### src/rtl/hpt_walker_pkg.sv
// Shared constants and types of the hashed page table walker.
// Assumes a 32-bit effective address and a 36-bit physical address.
package hpt_walker_pkg;
    localparam int EA_W        = 32;
    localparam int PA_W        = 36;
    localparam int SEGID_W     = 24;
    localparam int HASH_W      = 23;
    localparam int MASK_W      = 9;
    localparam int LOW_HASH_W  = 10;
    localparam int GROUP_SLOTS = 8;
    localparam int SLOT_W      = $clog2(GROUP_SLOTS);
    localparam int ENTRY_SHIFT = 3;
    localparam int GROUP_SHIFT = 6;
    localparam int PAGE_SHIFT  = 12;
    localparam int ST_NOTRANS  = 30;
    localparam int ST_STORE    = 25;

    typedef enum logic [1:0] {
        W_IDLE     = 2'd0,
        W_ISSUE    = 2'd1,
        W_WAIT_KEY = 2'd2,
        W_WAIT_RPN = 2'd3
    } walk_state_t;
endpackage

### src/rtl/hpt_hash_unit.sv
// Forms the read address of one group slot and the search key for one pass.
// Purely combinational. Assumes the group-select mask sits in base[8:0]
// and the table origin in base[31:16].
module hpt_hash_unit
    import hpt_walker_pkg::*;
(
    input  logic [EA_W-1:0]    ea_i,
    input  logic [SEGID_W-1:0] seg_id_i,
    input  logic [31:0]        base_i,
    input  logic               second_i,
    input  logic [SLOT_W-1:0]  slot_i,
    output logic [31:0]        entry_addr_o,
    output logic [31:0]        key_o
);
    localparam int PAD_W = 32 - MASK_W - LOW_HASH_W - GROUP_SHIFT;

    logic [HASH_W-1:0] hash_first;
    logic [HASH_W-1:0] hash_sel;
    logic [MASK_W-1:0] hi_sel;
    logic [31:0]       group_off;

    // hash for the current pass, then the group offset inside the table
    always_comb begin
        hash_first = {{(HASH_W-16){1'b0}}, ea_i[27:12]} ^ seg_id_i[HASH_W-1:0];
        hash_sel   = second_i ? ~hash_first : hash_first;
        hi_sel     = hash_sel[LOW_HASH_W +: MASK_W] & base_i[MASK_W-1:0];
        group_off  = {{PAD_W{1'b0}}, hi_sel, hash_sel[LOW_HASH_W-1:0], {GROUP_SHIFT{1'b0}}};
    end

    // slot address inside the group
    assign entry_addr_o = {base_i[31:16], 16'h0000} + group_off
                        + {{(32-SLOT_W-ENTRY_SHIFT){1'b0}}, slot_i, {ENTRY_SHIFT{1'b0}}};

    // search key: valid bit, segment id, pass bit, page tag
    assign key_o = {1'b1, seg_id_i, second_i, ea_i[27:22]};
endmodule

### src/rtl/hpt_rd_port.sv
// Single-outstanding word read port. A one-cycle issue pulse loads the
// address; the request is held until accepted, then the port waits for
// exactly one response. Assumes issue only arrives while the port is idle.
module hpt_rd_port (
    input  logic        clk,
    input  logic        rst_n,
    input  logic        issue_i,
    input  logic [31:0] addr_i,
    output logic        req_valid_o,
    input  logic        req_ready_i,
    output logic [31:0] req_addr_o,
    input  logic        rsp_valid_i,
    input  logic [31:0] rsp_data_i,
    output logic        rsp_ok_o,
    output logic [31:0] rsp_data_o
);
    logic        pend_q;
    logic        rsp_wait_q;
    logic [31:0] addr_q;

    // request hold and response tracking
    always_ff @(posedge clk) begin
        if (!rst_n) begin
            pend_q     <= 1'b0;
            rsp_wait_q <= 1'b0;
            addr_q     <= '0;
        end else begin
            if (issue_i) begin
                pend_q <= 1'b1;
                addr_q <= addr_i;
            end else if (pend_q && req_ready_i) begin
                pend_q     <= 1'b0;
                rsp_wait_q <= 1'b1;
            end
            if (rsp_wait_q && rsp_valid_i) begin
                rsp_wait_q <= 1'b0;
            end
        end
    end

    assign req_valid_o = pend_q;
    assign req_addr_o  = addr_q;
    assign rsp_ok_o    = rsp_wait_q && rsp_valid_i;
    assign rsp_data_o  = rsp_data_i;
endmodule

### src/rtl/hpt_result_unit.sv
// Builds the physical address from a matched entry's second word and the
// fault status word for a data-side failure. Combinational.
module hpt_result_unit
    import hpt_walker_pkg::*;
(
    input  logic [EA_W-1:0] ea_i,
    input  logic [31:0]     word_i,
    input  logic            is_write_i,
    output logic [PA_W-1:0] paddr_o,
    output logic [31:0]     status_o
);
    // extended bits above the page number, then the page offset
    assign paddr_o = {word_i[11:9], word_i[2], word_i[31:PAGE_SHIFT], ea_i[PAGE_SHIFT-1:0]};

    // no-translation flag, plus store flag for a write
    always_comb begin
        status_o             = '0;
        status_o[ST_NOTRANS] = 1'b1;
        status_o[ST_STORE]   = is_write_i;
    end
endmodule

### src/rtl/hpt_walker.sv
// Hashed page table walker. On start it latches the address, the segment id
// and the table base. It then probes up to eight slots of the first-pass
// group and eight of the second-pass group, and reads the second word of
// the first matching slot. Assumes seg_data_i is valid in the start cycle
// and that memory returns one response per accepted request.
module hpt_walker
    import hpt_walker_pkg::*;
(
    input  logic            clk,
    input  logic            rst_n,
    input  logic            start_i,
    input  logic [EA_W-1:0] ea_i,
    input  logic            is_data_i,
    input  logic            is_write_i,
    input  logic [31:0]     table_base_i,
    output logic [3:0]      seg_idx_o,
    input  logic [31:0]     seg_data_i,
    output logic            mem_req_valid_o,
    input  logic            mem_req_ready_i,
    output logic [31:0]     mem_req_addr_o,
    input  logic            mem_rsp_valid_i,
    input  logic [31:0]     mem_rsp_data_i,
    output logic            done_o,
    output logic            hit_o,
    output logic            fault_o,
    output logic [PA_W-1:0] paddr_o,
    output logic            dfault_o,
    output logic [31:0]     fault_status_o,
    output logic [31:0]     fault_addr_o
);
    localparam logic [SLOT_W-1:0] LAST_SLOT = SLOT_W'(GROUP_SLOTS - 1);

    walk_state_t        state_q, state_d;
    logic [EA_W-1:0]    ea_q;
    logic [SEGID_W-1:0] seg_id_q;
    logic [31:0]        base_q;
    logic               is_data_q, is_write_q;
    logic               second_q, second_d;
    logic [SLOT_W-1:0]  slot_q, slot_d;

    logic               done_q, hit_q, fault_q, dfault_q;
    logic [PA_W-1:0]    paddr_q;
    logic [31:0]        status_q, far_q;

    logic [31:0]        entry_addr, key;
    logic               issue;
    logic [31:0]        issue_addr;
    logic               rsp_ok;
    logic [31:0]        rsp_data;
    logic               end_hit, end_fault;
    logic               f_data, f_write;
    logic [EA_W-1:0]    f_ea;
    logic [PA_W-1:0]    hit_paddr;
    logic [31:0]        f_status;

    assign seg_idx_o = ea_i[EA_W-1 -: 4];

    hpt_hash_unit u_hash (
        .ea_i         (ea_q),
        .seg_id_i     (seg_id_q),
        .base_i       (base_q),
        .second_i     (second_q),
        .slot_i       (slot_q),
        .entry_addr_o (entry_addr),
        .key_o        (key)
    );

    hpt_rd_port u_port (
        .clk         (clk),
        .rst_n       (rst_n),
        .issue_i     (issue),
        .addr_i      (issue_addr),
        .req_valid_o (mem_req_valid_o),
        .req_ready_i (mem_req_ready_i),
        .req_addr_o  (mem_req_addr_o),
        .rsp_valid_i (mem_rsp_valid_i),
        .rsp_data_i  (mem_rsp_data_i),
        .rsp_ok_o    (rsp_ok),
        .rsp_data_o  (rsp_data)
    );

    hpt_result_unit u_result (
        .ea_i       (f_ea),
        .word_i     (rsp_data),
        .is_write_i (f_write),
        .paddr_o    (hit_paddr),
        .status_o   (f_status)
    );

    // source of fault attributes: live inputs for the immediate zero-base case
    always_comb begin
        f_data  = (state_q == W_IDLE) ? is_data_i  : is_data_q;
        f_write = (state_q == W_IDLE) ? is_write_i : is_write_q;
        f_ea    = (state_q == W_IDLE) ? ea_i       : ea_q;
    end

    // next-state, read issue and walk termination
    always_comb begin
        state_d    = state_q;
        second_d   = second_q;
        slot_d     = slot_q;
        issue      = 1'b0;
        issue_addr = entry_addr;
        end_hit    = 1'b0;
        end_fault  = 1'b0;
        unique case (state_q)
            W_IDLE: begin
                if (start_i) begin
                    second_d = 1'b0;
                    slot_d   = '0;
                    if (table_base_i == 32'h0) begin
                        end_fault = 1'b1;
                    end else begin
                        state_d = W_ISSUE;
                    end
                end
            end
            W_ISSUE: begin
                issue   = 1'b1;
                state_d = W_WAIT_KEY;
            end
            W_WAIT_KEY: begin
                if (rsp_ok) begin
                    if (rsp_data == key) begin
                        issue      = 1'b1;
                        issue_addr = entry_addr + 32'd4;
                        state_d    = W_WAIT_RPN;
                    end else if (slot_q != LAST_SLOT) begin
                        slot_d  = slot_q + 1'b1;
                        state_d = W_ISSUE;
                    end else if (!second_q) begin
                        second_d = 1'b1;
                        slot_d   = '0;
                        state_d  = W_ISSUE;
                    end else begin
                        end_fault = 1'b1;
                        state_d   = W_IDLE;
                    end
                end
            end
            W_WAIT_RPN: begin
                if (rsp_ok) begin
                    end_hit = 1'b1;
                    state_d = W_IDLE;
                end
            end
            default: state_d = W_IDLE;
        endcase
    end

    // walk context capture at start
    always_ff @(posedge clk) begin
        if (!rst_n) begin
            ea_q       <= '0;
            seg_id_q   <= '0;
            base_q     <= '0;
            is_data_q  <= 1'b0;
            is_write_q <= 1'b0;
        end else if (state_q == W_IDLE && start_i) begin
            ea_q       <= ea_i;
            seg_id_q   <= seg_data_i[SEGID_W-1:0];
            base_q     <= table_base_i;
            is_data_q  <= is_data_i;
            is_write_q <= is_write_i;
        end
    end

    // sequencer state
    always_ff @(posedge clk) begin
        if (!rst_n) begin
            state_q  <= W_IDLE;
            second_q <= 1'b0;
            slot_q   <= '0;
        end else begin
            state_q  <= state_d;
            second_q <= second_d;
            slot_q   <= slot_d;
        end
    end

    // result registers: one-cycle pulses and held fault/translation values
    always_ff @(posedge clk) begin
        if (!rst_n) begin
            done_q   <= 1'b0;
            hit_q    <= 1'b0;
            fault_q  <= 1'b0;
            dfault_q <= 1'b0;
            paddr_q  <= '0;
            status_q <= '0;
            far_q    <= '0;
        end else begin
            done_q   <= end_hit || end_fault;
            hit_q    <= end_hit;
            fault_q  <= end_fault;
            dfault_q <= end_fault && f_data;
            if (end_hit) begin
                paddr_q <= hit_paddr;
            end
            if (end_fault && f_data) begin
                status_q <= f_status;
                far_q    <= f_ea;
            end
        end
    end

    assign done_o         = done_q;
    assign hit_o          = hit_q;
    assign fault_o        = fault_q;
    assign dfault_o       = dfault_q;
    assign paddr_o        = paddr_q;
    assign fault_status_o = status_q;
    assign fault_addr_o   = far_q;
endmodule

### config.mk
export PLATFORM = sky130hd
export DESIGN_NAME = hpt_walker
export DESIGN_NICKNAME = d
export VERILOG_FILES = /design/src/rtl/hpt_walker_pkg.sv /design/src/rtl/hpt_hash_unit.sv /design/src/rtl/hpt_rd_port.sv /design/src/rtl/hpt_result_unit.sv /design/src/rtl/hpt_walker.sv
export SDC_FILE = /design/constraint.sdc
export NUM_CORES = 1
export LEC_CHECK = 0
export ABC_AREA = 1
export BUFFER_PORTS_ARGS = -buffer_cell sky130_fd_sc_hd__clkbuf_2
export CAP_MARGIN = 30
export CORE_AREA = 4 4 247 249
export CTS_CLUSTER_SIZE = 14
export DETAILED_ROUTE_END_ITERATION = 7
export DIE_AREA = 0 0 251 253
export PLACE_DENSITY = 0.5
export SETUP_SLACK_MARGIN = 0.3
export SLEW_MARGIN = 5
export SYNTH_ARGS = -nofsm -noshare
export SYNTH_HDL_FRONTEND = slang
export SYNTH_HIERARCHICAL = 1
export SYNTH_SLANG_ARGS = --single-unit
### constraint.sdc
create_clock -name clk -period 7.7 [get_ports clk]
set_input_delay 0.385 -clock clk [delete_from_list [all_inputs] [get_ports clk]]
set_output_delay 0.385 -clock clk [all_outputs]
set_load 0.02 [all_outputs]
==> results.sh <==
export IMPL_outcome="finished clean"
export IMPL_cts_buffers=30
export IMPL_r2r_setup_slack_ps=3630
export IMPL_fp_dieW_um=251
export IMPL_fillers=6567
export IMPL_path_class="reg2reg"
export IMPL_drtIter0Drc=720
export IMPL_hold_path_depth=3
export IMPL_cts_hold_buf=0
export IMPL_ant_nets=0
export IMPL_via_per_inst=4.20
export IMPL_post_route_period_util=0.529
export IMPL_fp_dieH_um=253
export IMPL_wl_um=45100
export IMPL_r2r_end="u_port/req_addr_o[24]"
export IMPL_relSlewSlack=0.355
export IMPL_clk_insertion_delay_late_ps=570
export IMPL_hold_ws_ps=67.3
export IMPL_grt_usage=0.136
export IMPL_ioPinCount=276
export IMPL_grt_max_degree=132
export IMPL_cts_root_buf="clkbuf_16"
export IMPL_worst_clock_skew_ps=16.0
export IMPL_worst_path_buf_inv=3
export IMPL_grt_pass1_vias=11600
export IMPL_syn_area_sq_um=13100
export IMPL_cts_max_path_buffers=3
export IMPL_hold_start="seg_data_i[18]"
export IMPL_fin_crit_ps=4070
export IMPL_setup_violations=0
export IMPL_dp_final_hpwl_um=33100
export IMPL_final_nets=2260
export IMPL_worstPathRequired_ps=8210
export IMPL_maxCapViolations=0
export IMPL_yosys_warnings=6
export IMPL_cts_repair_resized=0
export IMPL_worst_pin_slew_ps=967
export IMPL_rsz0062_at_grt="false"
export IMPL_wl_per_cell_um=15.5
export IMPL_grt_pass1_wl_um=68200
export IMPL_timing_final_max_slew_violations=0
export IMPL_gr_total_overflow=0
export IMPL_place_congestion=0.829
export IMPL_htreeDepth=1
export IMPL_r2r_cells=20
export IMPL_timing_fmax_mhz=245
export IMPL_first_pass_iters=5
export IMPL_slowest_stage="dfxtp_1"
export IMPL_path_max_fanout=14
export IMPL_path_cells="inv_1 -> a21oi_1 -> ha_1 -> inv_1 -> fa_1 -> inv_1 -> nand3_1 -> nand3_1 -> a21oi_1 -> xnor2_1 -> nand2_1 -> nand2_1 -> nand3_1 -> nand2_1 -> nand2_1 -> o21ai_0 -> nand2_1 -> nand2_1 -> nor2_1 -> nor2_1"
export IMPL_min_path_type="in2reg"
export IMPL_fin_setup_tns_ps=0
export IMPL_cts_tree="yes"
export IMPL_fin_util=0.261
export IMPL_end_kind="flip-flop"
export IMPL_cp_common_cell="nand2_1"
export IMPL_clkTransAtPathRegs_ps=60
export IMPL_antenna_found_initial=6
export IMPL_hold_violations=0
export IMPL_portBuffers=267
export IMPL_num_vias=12200
export IMPL_cp_start_kind="flip-flop"
export IMPL_cts_num_sinks=227
export IMPL_cp_slowest_stage_delay_ps=770
export IMPL_min_to="seg_id_q[18]"
export IMPL_peakVddDrop_mv=0.179
export IMPL_critical_path_arrival_ps=4580
export IMPL_std_cell_rows=89
export IMPL_r2r_start="second_q"
export IMPL_cpLargestDelayFamily="simple AND/OR/NAND/NOR gates"
export IMPL_cp_depth=20
export IMPL_core_area_sq_um=58700
export IMPL_start_util=0.224
export IMPL_netlist_instances=2007
export IMPL_powerDensity_nw_per_um2=324
export IMPL_cts_setup_buffers=0
export IMPL_area_growth_pct=16.6
export IMPL_remaining_drc_errors=0
export IMPL_die_area_sq_um=63500
export IMPL_syn_mean_instance_area_sq_um=6.55
export IMPL_drive_above_1_share=0.186
export IMPL_p_leak_nw=6.86
-- where the power goes --
group / internal [mW] / switching, mW / total (mW)
logic: 0.603 / 1.28 / 1.88
clock network: 0.951 / 0.572 / 1.52
registers: 1.37 / 0.185 / 1.56
-- worst reg2reg max path, stage by stage, from the launching register on --
cell and delay [ps]:
dfxtp_1 770, inv_1 490, a21oi_1 260, ha_1 190
inv_1 50, fa_1 410, inv_1 100, nand3_1 70
nand3_1 140, a21oi_1 100, xnor2_1 570, nand2_1 120
nand2_1 80, nand3_1 70, nand2_1 110, nand2_1 40
o21ai_0 90, nand2_1 70, nand2_1 120, nor2_1 60
nor2_1 110
-- placed cells by master (no fill, tap or decap), types with 2 or more instances in the layout --
master        n
nand2_4       3
nor2_1      452
conb_1       35
clkinvlp_4    2
o21ai_0     188
inv_1       127
clkbuf_2    266
clkbuf_1      4
bufinv_16     6
or2_2        33
o21bai_1      2
clkinv_1      2
inv_2         4
ha_1         15
nor3_1        2
nand3b_1      8
dfxtp_1     227
a21oi_1      82
clkbuf_16    30
nand2_1     381
xor2_1       28
buf_4         9
o21ai_1       9
nand4_1       4
clkinv_2      7
nor4_1        6
buf_16        4
nor3_2        2
nor2_2       10
nand3_2       4
nand2_2       6
clkbuf_8      4
diode_2       2
nand3_1     107
xnor2_1      50
-- registers in the layout, indices dropped and copies added, names as in the netlist --
name                cells
paddr_o                36
u_port/rsp_wait_q       1
is_write_q              1
u_port/req_addr_o      32
u_port/req_valid_o      1
is_data_q               1
hit_o                   1
slot_q                  3
base_q                 25
ea_q                   32
dfault_o                1
done_o                  1
fault_addr_o           32
state_q                 2
fault_status_o         32
fault_o                 1
second_q                1
seg_id_q               24
-- stage by stage --
stage / worst slack [ps] / std cells / total power [mW] / area (sq um)
floorplan: 5000 / 2038 / 3.00 / 13300
global placement: 3580 / 2845 / 3.42 / 14100
detailed placement: 3580 / 2848 / 3.48 / 14200
CTS: 3550 / 2902 / 5.05 / 15300
global route: 3210 / 2903 / 5.35 / 15300
finish: 3630 / 2905 / 4.96 / 15300
-- worst max path at each step --
stage	start	endpoint	slack, ps
3_5_place_dp	second_q	u_port/req_addr_o[24]	3580
5_1_grt	second_q	u_port/req_addr_o[24]	3210
4_1_cts	second_q	u_port/req_addr_o[24]	3550
3_3_place_gp	second_q	u_port/req_addr_o[24]	3580
2_1_floorplan	second_q	u_port/req_addr_o[24]	5000
6_report	second_q	u_port/req_addr_o[24]	3630
-- layer usage --
metal / up-vias / part of all wire / track usage
li1: 6323 / - / -
met1: 5559 / 0.45 / 0.176
met2: 270 / 0.47 / 0.233
met3: 53 / 0.059 / 0.0301
met4: 8 / 0.020 / 0.0315
met5: - / 0.0011 / 0
-- area by class of cell --
cell class / instances / area (sq um) / area share
inverters: 134 / 504 / 0.0329
clock buffers: 38 / 821 / 0.0536
well taps: 773 / 967 / 0.0631
diodes: 2 / 5.00 / 0.000327
clock inverters: 16 / 250 / 0.0163
flip-flops and latches: 227 / 4540 / 0.297
multi-input cells: 1435 / 6710 / 0.438
repair buffers: 280 / 1520 / 0.0992
(Power assumes the default switching activity.)
